### src/rtl/fddi_frm_pkg.sv
package fddi_frm_pkg;

  localparam int SYM_W = 5;
  typedef logic [SYM_W-1:0] sym_t;

  localparam sym_t SYM_J = 5'b11000;
  localparam sym_t SYM_K = 5'b10001;
  localparam sym_t SYM_I = 5'b11111;
  localparam sym_t SYM_T = 5'b01101;
  localparam sym_t SYM_H = 5'b00100;
  localparam sym_t SYM_Q = 5'b00000;

  typedef enum logic [1:0] {
    LS_OTHER  = 2'd0,
    LS_IDLE   = 2'd1,
    LS_ACTIVE = 2'd2,
    LS_SPARE  = 2'd3
  } lstate_e;

  typedef enum logic [1:0] {
    HOLD_FREE = 2'd0,
    HOLD_JK   = 2'd1,
    HOLD_HALT = 2'd2
  } hold_e;

  // start delimiter completes on the current symbol
  function automatic logic is_jk(input sym_t earlier, input sym_t now);
    return (earlier == SYM_J) && (now == SYM_K);
  endfunction

  // halt-halt or halt-quiet completes on the current symbol
  function automatic logic is_halt_pair(input sym_t earlier, input sym_t now);
    return (earlier == SYM_H) && ((now == SYM_H) || (now == SYM_Q));
  endfunction

  // symbols that re-arm reframing while Active
  function automatic logic is_rearm(input sym_t s);
    return (s == SYM_I) || (s == SYM_T);
  endfunction

  // a pair closes when the current parity is the second slot, or on reframe
  function automatic logic closes_pair(input logic par, input logic ph, input logic acc);
    return acc | (par ^ ph);
  endfunction

endpackage

### src/rtl/frm_pair_tracker.sv
module frm_pair_tracker
  import fddi_frm_pkg::*;
(
  input  logic             clk,
  input  logic             rst_n,
  input  sym_t             sym_i,
  input  logic             accept_i,
  output sym_t             prev_sym_o,
  output logic             on_bnd_o,
  output logic             phase_o,
  output logic [2*SYM_W-1:0] pair_o,
  output logic             pair_valid_o
);

  logic par_q;
  logic ph_q;
  sym_t prev_q;

  always_ff @(posedge clk or negedge rst_n) begin
    if (!rst_n) begin
      par_q  <= 1'b0;
      ph_q   <= 1'b0;
      prev_q <= SYM_Q;
    end else begin
      par_q  <= ~par_q;
      prev_q <= sym_i;
      if (accept_i) ph_q <= ~par_q;  // J sat at the previous parity
    end
  end

  assign on_bnd_o     = par_q ^ ph_q;
  assign prev_sym_o   = prev_q;
  assign phase_o      = ph_q;
  assign pair_o       = {prev_q, sym_i};
  assign pair_valid_o = closes_pair(par_q, ph_q, accept_i);

  // a completed pair is never followed by another unless a reframe closes it
  assert_pair_alternate_R2: assert property (@(posedge clk) disable iff (!rst_n)
    pair_valid_o |=> (!pair_valid_o || accept_i));

  // an accepted delimiter is emitted as the pair J,K
  assert_reframe_pair_R3: assert property (@(posedge clk) disable iff (!rst_n)
    accept_i |-> (pair_o == {SYM_J, SYM_K}));

endmodule

### src/rtl/frm_jk_gate.sv
module frm_jk_gate
  import fddi_frm_pkg::*;
#(
  parameter int GAP_W    = 4,
  parameter int HOLD_SYM = 3
) (
  input  logic    clk,
  input  logic    rst_n,
  input  sym_t    sym_i,
  input  sym_t    prev_sym_i,
  input  lstate_e ls_i,
  input  logic    on_bnd_i,
  output logic    accept_o,
  output logic    arm_o
);

  localparam logic [GAP_W-1:0] GAP_MAX      = '1;
  localparam logic [GAP_W-1:0] GAP_AFTER_JK = GAP_W'(2);

  logic [GAP_W-1:0] gap_q;
  logic             arm_q;
  logic             jk;
  logic             spaced;

  // gap counts clocks since the accepted J; new J distance is gap-1
  function automatic logic spacing_met(input logic [GAP_W-1:0] g);
    return int'(g) > HOLD_SYM;
  endfunction

  function automatic logic [GAP_W-1:0] gap_step(input logic [GAP_W-1:0] g, input logic acc);
    if (acc)            return GAP_AFTER_JK;
    else if (g == GAP_MAX) return g;
    else                return g + 1'b1;
  endfunction

  assign jk     = is_jk(prev_sym_i, sym_i);
  assign spaced = spacing_met(gap_q);

  always_comb begin
    case (ls_i)
      LS_IDLE:   accept_o = jk;
      LS_ACTIVE: accept_o = jk && spaced && (on_bnd_i || arm_q);
      default:   accept_o = 1'b0;
    endcase
  end

  always_ff @(posedge clk or negedge rst_n) begin
    if (!rst_n) begin
      gap_q <= '0;
      arm_q <= 1'b0;
    end else begin
      gap_q <= gap_step(gap_q, accept_o);
      if (accept_o)
        arm_q <= 1'b0;
      else if ((ls_i == LS_ACTIVE) && is_rearm(sym_i))
        arm_q <= 1'b1;
    end
  end

  assign arm_o = arm_q;

  generate
    if (HOLD_SYM >= 2) begin : g_spacing_chk
      // two Active acceptances are never closer than the hold window
      assert_spacing_R4: assert property (@(posedge clk) disable iff (!rst_n)
        (accept_o && (ls_i == LS_ACTIVE)) |-> (!$past(accept_o) && !$past(accept_o, 2)));
    end
  endgenerate

endmodule

### src/rtl/frm_halt_guard.sv
module frm_halt_guard
  import fddi_frm_pkg::*;
(
  input  logic    clk,
  input  logic    rst_n,
  input  sym_t    sym_i,
  input  sym_t    prev_sym_i,
  input  lstate_e ls_i,
  input  logic    on_bnd_i,
  input  logic    recenter_i,
  input  logic    jk_accept_i,
  output logic    viol_o
);

  hold_e hold_q;
  hold_e hold_d;
  logic  halt;

  assign halt   = is_halt_pair(prev_sym_i, sym_i);
  assign viol_o = halt && !on_bnd_i && (hold_q != HOLD_FREE);

  always_comb begin
    hold_d = hold_q;
    case (hold_q)
      HOLD_FREE: if (halt) hold_d = HOLD_HALT;
      HOLD_JK:   if (recenter_i) hold_d = HOLD_FREE;
      HOLD_HALT: if (recenter_i && (ls_i != LS_ACTIVE)) hold_d = HOLD_FREE;
      default:   hold_d = HOLD_FREE;
    endcase
    if (jk_accept_i) hold_d = HOLD_JK;
  end

  always_ff @(posedge clk or negedge rst_n) begin
    if (!rst_n) hold_q <= HOLD_FREE;
    else        hold_q <= hold_d;
  end

  // the violation flag is a single-clock pulse
  assert_viol_pulse_R8: assert property (@(posedge clk) disable iff (!rst_n)
    viol_o |=> !viol_o);

  // a halt hold survives any clock spent in Active
  assert_halt_hold_active_R9: assert property (@(posedge clk) disable iff (!rst_n)
    ((hold_q == HOLD_HALT) && (ls_i == LS_ACTIVE)) |=> (hold_q != HOLD_FREE));

endmodule

### src/rtl/fddi_pair_framer.sv
module fddi_pair_framer
  import fddi_frm_pkg::*;
#(
  parameter int GAP_W    = 4,
  parameter int HOLD_SYM = 3
) (
  input  logic                 clk,
  input  logic                 rst_n,
  input  logic [SYM_W-1:0]     sym_i,
  input  logic [1:0]           line_state_i,
  input  logic                 recenter_i,
  output logic [2*SYM_W-1:0]   pair_o,
  output logic                 pair_valid_o,
  output logic                 reframe_o,
  output logic                 phase_o,
  output logic                 halt_viol_o
);

  lstate_e ls;
  sym_t    prev_sym;
  logic    on_bnd;
  logic    accept;
  logic    arm;

  assign ls = lstate_e'(line_state_i);

  frm_pair_tracker u_track (
    .clk          (clk),
    .rst_n        (rst_n),
    .sym_i        (sym_i),
    .accept_i     (accept),
    .prev_sym_o   (prev_sym),
    .on_bnd_o     (on_bnd),
    .phase_o      (phase_o),
    .pair_o       (pair_o),
    .pair_valid_o (pair_valid_o)
  );

  frm_jk_gate #(.GAP_W(GAP_W), .HOLD_SYM(HOLD_SYM)) u_gate (
    .clk        (clk),
    .rst_n      (rst_n),
    .sym_i      (sym_i),
    .prev_sym_i (prev_sym),
    .ls_i       (ls),
    .on_bnd_i   (on_bnd),
    .accept_o   (accept),
    .arm_o      (arm)
  );

  frm_halt_guard u_halt (
    .clk         (clk),
    .rst_n       (rst_n),
    .sym_i       (sym_i),
    .prev_sym_i  (prev_sym),
    .ls_i        (ls),
    .on_bnd_i    (on_bnd),
    .recenter_i  (recenter_i),
    .jk_accept_i (accept),
    .viol_o      (halt_viol_o)
  );

  assign reframe_o = accept;

  // an off-boundary Active reframe needs a re-arm seen since the last one
  assert_offbnd_needs_arm_R5: assert property (@(posedge clk) disable iff (!rst_n)
    (reframe_o && (ls == LS_ACTIVE) && !on_bnd) |-> arm);

  // the tracker's boundary and the guard's flag never disagree
  assert_viol_offbnd_R10: assert property (@(posedge clk) disable iff (!rst_n)
    halt_viol_o |-> !on_bnd);

endmodule

### config.mk
export PLATFORM = sky130hd
export DESIGN_NAME = fddi_pair_framer
export DESIGN_NICKNAME = d
export VERILOG_FILES = /design/src/rtl/fddi_frm_pkg.sv /design/src/rtl/frm_pair_tracker.sv /design/src/rtl/frm_jk_gate.sv /design/src/rtl/frm_halt_guard.sv /design/src/rtl/fddi_pair_framer.sv
export SDC_FILE = /design/constraint.sdc
export NUM_CORES = 1
export LEC_CHECK = 0
export ABC_AREA = 1
export CAP_MARGIN = 20
export CORE_UTILIZATION = 45
export DETAILED_ROUTE_END_ITERATION = 6
export PLACE_DENSITY = 0.76
export SKIP_CTS_REPAIR_TIMING = 1
export SLEW_MARGIN = 40
export SYNTH_ARGS = -nofsm -noshare
export SYNTH_HDL_FRONTEND = slang
export SYNTH_SLANG_ARGS = --single-unit
### constraint.sdc
create_clock -name clk -period 1.75 [get_ports clk]
set_clock_uncertainty 0.2 [all_clocks]
set_input_delay 0.2625 -clock clk [delete_from_list [all_inputs] [get_ports clk]]
set_output_delay 0.2625 -clock clk [all_outputs]
set_load 0.03 [all_outputs]
### Word-level counts from Yosys, hierarchy flattened

Cells that the tools add are included.

| word-level totals | value |
|---|---|
| bits in registers | 14 |
| output and inout port bits | 14 |
| input port bits | 10 |

| operators by class | value |
|---|---|
| bitwise logic cells | 3 |
| reductions and logical operators | 17 |
| equal/unequal tests | 16 |
| $add $sub $neg | 1 |
| $lt $le $gt $ge | 1 |
| multiplexer cells | 10 |

Operators by type and width:

| cell | number |
|---|---|
| $eq 5x5->1 const B | 3 |
| $eq 5x3->1 const B | 2 |
| $logic_and 1x1->1 | 8 |
| $mux 2 | 4 |
| $mux 4 | 2 |
| $ne 3x2->1 const B | 2 |
| $pmux 2 s3 | 1 |
| $eq 5x4->1 const B | 1 |
| $logic_not 5->1 | 1 |
| $add 4x1->4 const B | 1 |
| $eq 2x1->1 const B | 2 |
| $eq 2x2->1 const B | 2 |
| $eq 4x4->1 const B | 1 |
| $gt 4x2->1 const B | 1 |
| $ne 2x2->1 const B | 2 |
| $reduce_bool 2->1 | 2 |
| $logic_or 1x1->1 | 3 |
| $ne 3x3->1 const B | 1 |
| $reduce_and 3->1 | 1 |
| $logic_not 2->1 | 1 |
| $mux 1 | 2 |
| $pmux 1 s2 | 1 |
| $logic_not 1->1 | 1 |
| $not 1->1 | 1 |
| 2 further kinds | 2 |

### Depth between registers and ports, before layout

Gate-level depths: netlist of the first run.

| depth | value |
|---|---|
| depth in word-level cells | 7 |
| mapped depth | 10 |

### Cells and area by module

Synthesis of the first run repeated with hierarchy kept, for this count alone.

| unflattened totals | value |
|---|---|
| cell total of the unflattened synthesis | 107 |
| area total of the unflattened synthesis | 845.8 sq um |

By module, submodules not included:

| module | cells an instance | sequential area each (sq um) | times used | area each (sq um) |
|---|---|---|---|---|
| frm_jk_gate | 60 | 125.1 | 1 | 412.9 |
| frm_pair_tracker | 26 | 175.2 | 1 | 294.0 |
| frm_halt_guard | 21 | 50.0 | 1 | 138.9 |

### Worst setup path before layout of the first run

OpenSTA, ideal clock, no wires.

| timing | value |
|---|---|
| path kind | register to output |
| start point | register u_track.prev_q[2] (netlist: u_track.prev_sym_o[2]) |
| end point | output halt_viol_o |
| arrival | 1.486 ns |
| slack | -0.198 ns |
| required time | 1.287 ns |
| path buffers | 0 |
| stages on the path, launching flop included | 5 |
| cell sequence | dfrtp_1 > inv_1 > nor3_1 > nand2_1 > nor3_1 |

| between the ends | value |
|---|---|
| longest elaborated chain between the ends | 4 |

RTL lines:

| element | RTL line | text |
|---|---|---|
| start, declared | frm_pair_tracker.sv:17 | `sym_t prev_q;` |
| start signal, assigned | frm_pair_tracker.sv:26 | `prev_q <= sym_i;` |
| $eq 5x3->1 | fddi_frm_pkg.sv:33 | `return (earlier == SYM_H) && ((now == SYM_H) \|\| (now == SYM_Q));` |
| $logic_and 1x1->1 | fddi_frm_pkg.sv:33 |  |
| $logic_and 1x1->1 (2 in series) | frm_halt_guard.sv:20 | `assign viol_o = halt && !on_bnd_i && (hold_q != HOLD_FREE);` |
| end, declared | fddi_pair_framer.sv:16 | `output logic halt_viol_o` |

No other way between the ends.

### Worst setup path after layout of the first run

| timing | value |
|---|---|
| start point | input sym_i[2] |
| end point | output pair_valid_o |

| between the ends | value |
|---|---|
| longest elaborated chain between the ends | 6 |

RTL lines:

| element | RTL line | text |
|---|---|---|
| start, declared | fddi_pair_framer.sv:9 | `input logic [SYM_W-1:0] sym_i,` |
| $eq 5x5->1 * | fddi_frm_pkg.sv:28 | `return (earlier == SYM_J) && (now == SYM_K);` |
| $logic_and 1x1->1 * | fddi_frm_pkg.sv:28 |  |
| $logic_and 1x1->1 (2 in series) | frm_jk_gate.sv:42 | `LS_ACTIVE: accept_o = jk && spaced && (on_bnd_i \|\| arm_q);` |
| $pmux 1 s2 * | frm_jk_gate.sv:40 | `case (ls_i)` |
| $or 1x1->1 * | fddi_frm_pkg.sv:43 | `return acc \| (par ^ ph);` |
| end, declared | fddi_pair_framer.sv:13 | `output logic pair_valid_o,` |

Every way passes the cells marked *; elsewhere a longest branch is shown, timed or not.

==> impl_metrics.csv, run 1 <==
group,metric,value,unit
synth,ys_top_cells_by_area,"dfrtp_1 45%, nand2_1 12%, inv_1 9.1%",
setup_path,path_max_fanout,4,
layout,area_growth,46.18,%
setup_path,arrival,1.40,ns
sta,period_needed,1.862,ns
detailed_routing,highest_layer,"met4",
run_status,violations,"design-rule violations, negative setup slack",
placement,hpwl,1211,microns
run_status,outcome,"complete, but fails checks",
synth,avgSynthCellArea,7.629,sq um
synth,synth_top_cell_by_area,"dfrtp_1",
power_and_ir_drop,swShare,34.07,%
grt,antenna_found_initial,0,
sta,worst_hold_slack,0.08026,ns
detailed_routing,route.detailed.drc,1,
layout,final_util,72.86,%
power_and_ir_drop,vdd_drop_max,0.6433,mV
power_and_ir_drop,total_power,945.1,uW
cts,h-tree-depth,1,
setup_path,start_kind,"input port",
synth,yosys.cell_types.count,18,
floorplanning,core,0.001577,sq mm
sta,hold_violations,0,
power_and_ir_drop,power.share.combinational,35.7,%
layout,n_antenna_cell,0,
setup_path,crit_type,"in2out",
setup_path,crit_path_start,"sym_i[2]",
sta,slew_viol_final,0,
setup_path,cp.required,1.29,ns
power_and_ir_drop,seqPwrFrac,46.0,%
detailed_routing,drt_iter0_markers,9,
cts,cts_buffers,3,
floorplanning,die_y,43.79,microns
detailed_routing,vias_per_cell,4.601,
layout,drive_gt1_share,27.01,%
cts,clock_latency,0.27,ns
job,drv_cap,0,
layout,final_common_cell,"nand2_1",
layout,multiInputGateArea,325.3,sq um
grt,grt_pass1_wl,2615,microns
setup_path,r2r_start,"u_track.prev_sym_o[1]",
detailed_routing,drt-met1-wl,674,microns
setup_path,crit_end,"pair_valid_o",
synth,yosysTopAreaCellShare,44.59,%
layout,final_nets,152,
layout,fill_cells,122,
synth,syn_nets,116,
placement,placed_area,0.001059,sq mm
detailed_routing,wl_met3,66,microns
synth,yosysWarnings,0,
cts,cts_tree,"yes",
detailed_routing,first_pass_iters,6,
sta,max_freq,537.0,MHz
cts,clkSinkCount,14,
layout,final_area,0.001149,sq mm
floorplanning,fp.dieW,43.79,microns
detailed_routing,drt_wl_total,1528,microns
layout,mostFrequentLayoutCells,"25 x nand2_1, 18 x inv_1, 18 x buf_4, 14 x dfrtp_1, 11 x dlymetal6s2s_1",
synth,synth-seq-cells,14,
floorplanning,rows,14,
setup_path,r2r_cells,9,
synth,netlist_instances,103,
floorplanning,ioPinCount,24,
detailed_routing,ant_nets,0,
setup_path,r2r_setup_slack,0.28,ns
layout,fin_cells,153,
power_and_ir_drop,p_int,623.0,uW
grt,grt_overflow,0,
power_and_ir_drop,clockPowerShare,18.3,%
sta,rsz0062_at_grt,"true",
setup_path,r2r_end,"u_halt.hold_q[1]",
cts,clkTransAtPathRegs,0.07,ns
sta,setup_viol,4,
placement,numPortBuffers,23,
synth,netlist_area,785.8,sq um
sta,worstMarginPinSlew,0.3399,ns
worst_hold_path,hold_path_class,"in2reg",
placement,place_inst,147,
grt,grt_usage,19.43,%
setup_path,end_kind,"output pin",
synth,ys_seq_area_share,44.59,%
floorplanning,dieArea,0.001917,sq mm
power_and_ir_drop,leakage,0.0007118,uW
sta,timing.final.ws_setup,-0.1120,ns
cts,cts_buffer_depth,2,
detailed_routing,via_count,704,
grt,grt_pass1_vias,611,
sta,relSlewSlack,77.30,%
sta,finalCritPeriodShare,106.4,%
floorplanning,initial_core_util,49.84,%
detailed_routing,wl_met2,776,microns
grt,grt_max_degree,15,
power_and_ir_drop,power_switching,322.0,uW
cts,root_buffer,"clkbuf_4",
power_and_ir_drop,power.density,822.8,mW/mm^2
layout,regArea,350.3,sq um
detailed_routing,route.detailed.wl_per_inst,9.987,microns
placement,place_congestion,0.8260,
==> how the worst min path moves through the flow <==
stage                        from                    end  slack [ns]  depth (start not counted)
finish                   sym_i[1]  u_track.prev_sym_o[1]        0.08                          2
global route             sym_i[1]  u_track.prev_sym_o[1]        0.08                          2
CTS                         rst_n       u_halt.hold_q[1]         0.1                          2
detailed placement  u_track.par_q          u_track.par_q        0.24                          1
global placement    u_track.par_q          u_track.par_q        0.24                          1
floorplan                   rst_n           u_gate.arm_o       -0.23                          0
==> logic make-up after synthesis <==
kind of cell	after synthesis	share of synthesized area, %
simple gates	53	30.73
fa+ha+maj	3	4.778
buf+inv	27	15.61
compound gates	5	3.184
xor+xnor	1	1.115
flops	14	44.59
==> sequential cells by signal, summed over array words and instances, names as in the netlist <==
name and count:
u_track.par_q 1, u_track.phase_o 1, u_gate.arm_o 1, u_halt.hold_q 2
u_gate.gap_q 4, u_track.prev_sym_o 5
==> per-stage QoR <==
stage	TNS [ns]	setup slack, ns
after CTS	-1.523	-0.4639
after detailed placement	-3.367	-0.4603
after global routing	-0.7849	-0.2705
after floorplan	0	0.04887
after global placement	-3.050	-0.4335
final	-0.3358	-0.1120
==> layout make-up <==
cell class	instances	share of cell area, %
Sequential cell	14	30.50
Timing Repair Buffer	36	30.07
Multi-Input combinational cell	62	28.32
Inverter	22	7.407
Clock buffer	3	1.961
Tap cell	16	1.743
==> power groups by stage <==
stage	Combinational (uW)	Clock, uW	Sequential [uW]
floorplan	238	0	442
global placement	329	0	438
detailed placement	336	0	441
CTS	341	185	435
global route	392	199	442
finish	337	173	435
==> routing by layer <==
metal	GRT usage, %	up-vias
met5	0	-
met3	7.500	4
li1	-	370
met2	31.34	15
met4	5.625	0
met1	24.07	315
==> Yosys cell counts <==
master / instances
nor2_4: 1
nand2_4: 1
xnor2_1: 1
ha_1: 3
or2_1: 1
nand2_2: 1
dfrtp_1: 14
inv_4: 1
inv_2: 2
nor2_2: 4
inv_1: 19
nand2_1: 25
a21oi_1: 1
nor2_1: 10
buf_4: 5
o21ai_0: 4
nand3_1: 7
nor3_1: 3
==> critical path, cell delays in order <==
cell and delay, ns:
clkdlybuf4s50_1 0.42, inv_1 0.06, nand2_1 0.05, nor2_1 0.09, nand2_1 0.09, nor2_4 0.15, nand2_4 0.09, nand3_2 0.07
buf_6 0.13
Power figures use the tool's default switching activity.
==> run 2: changes to the inputs <==
- SLEW_MARGIN: 40 -> 15
==> results of run 2 <==
No change in the layout: final DEF, timing and power equal those of run 1.
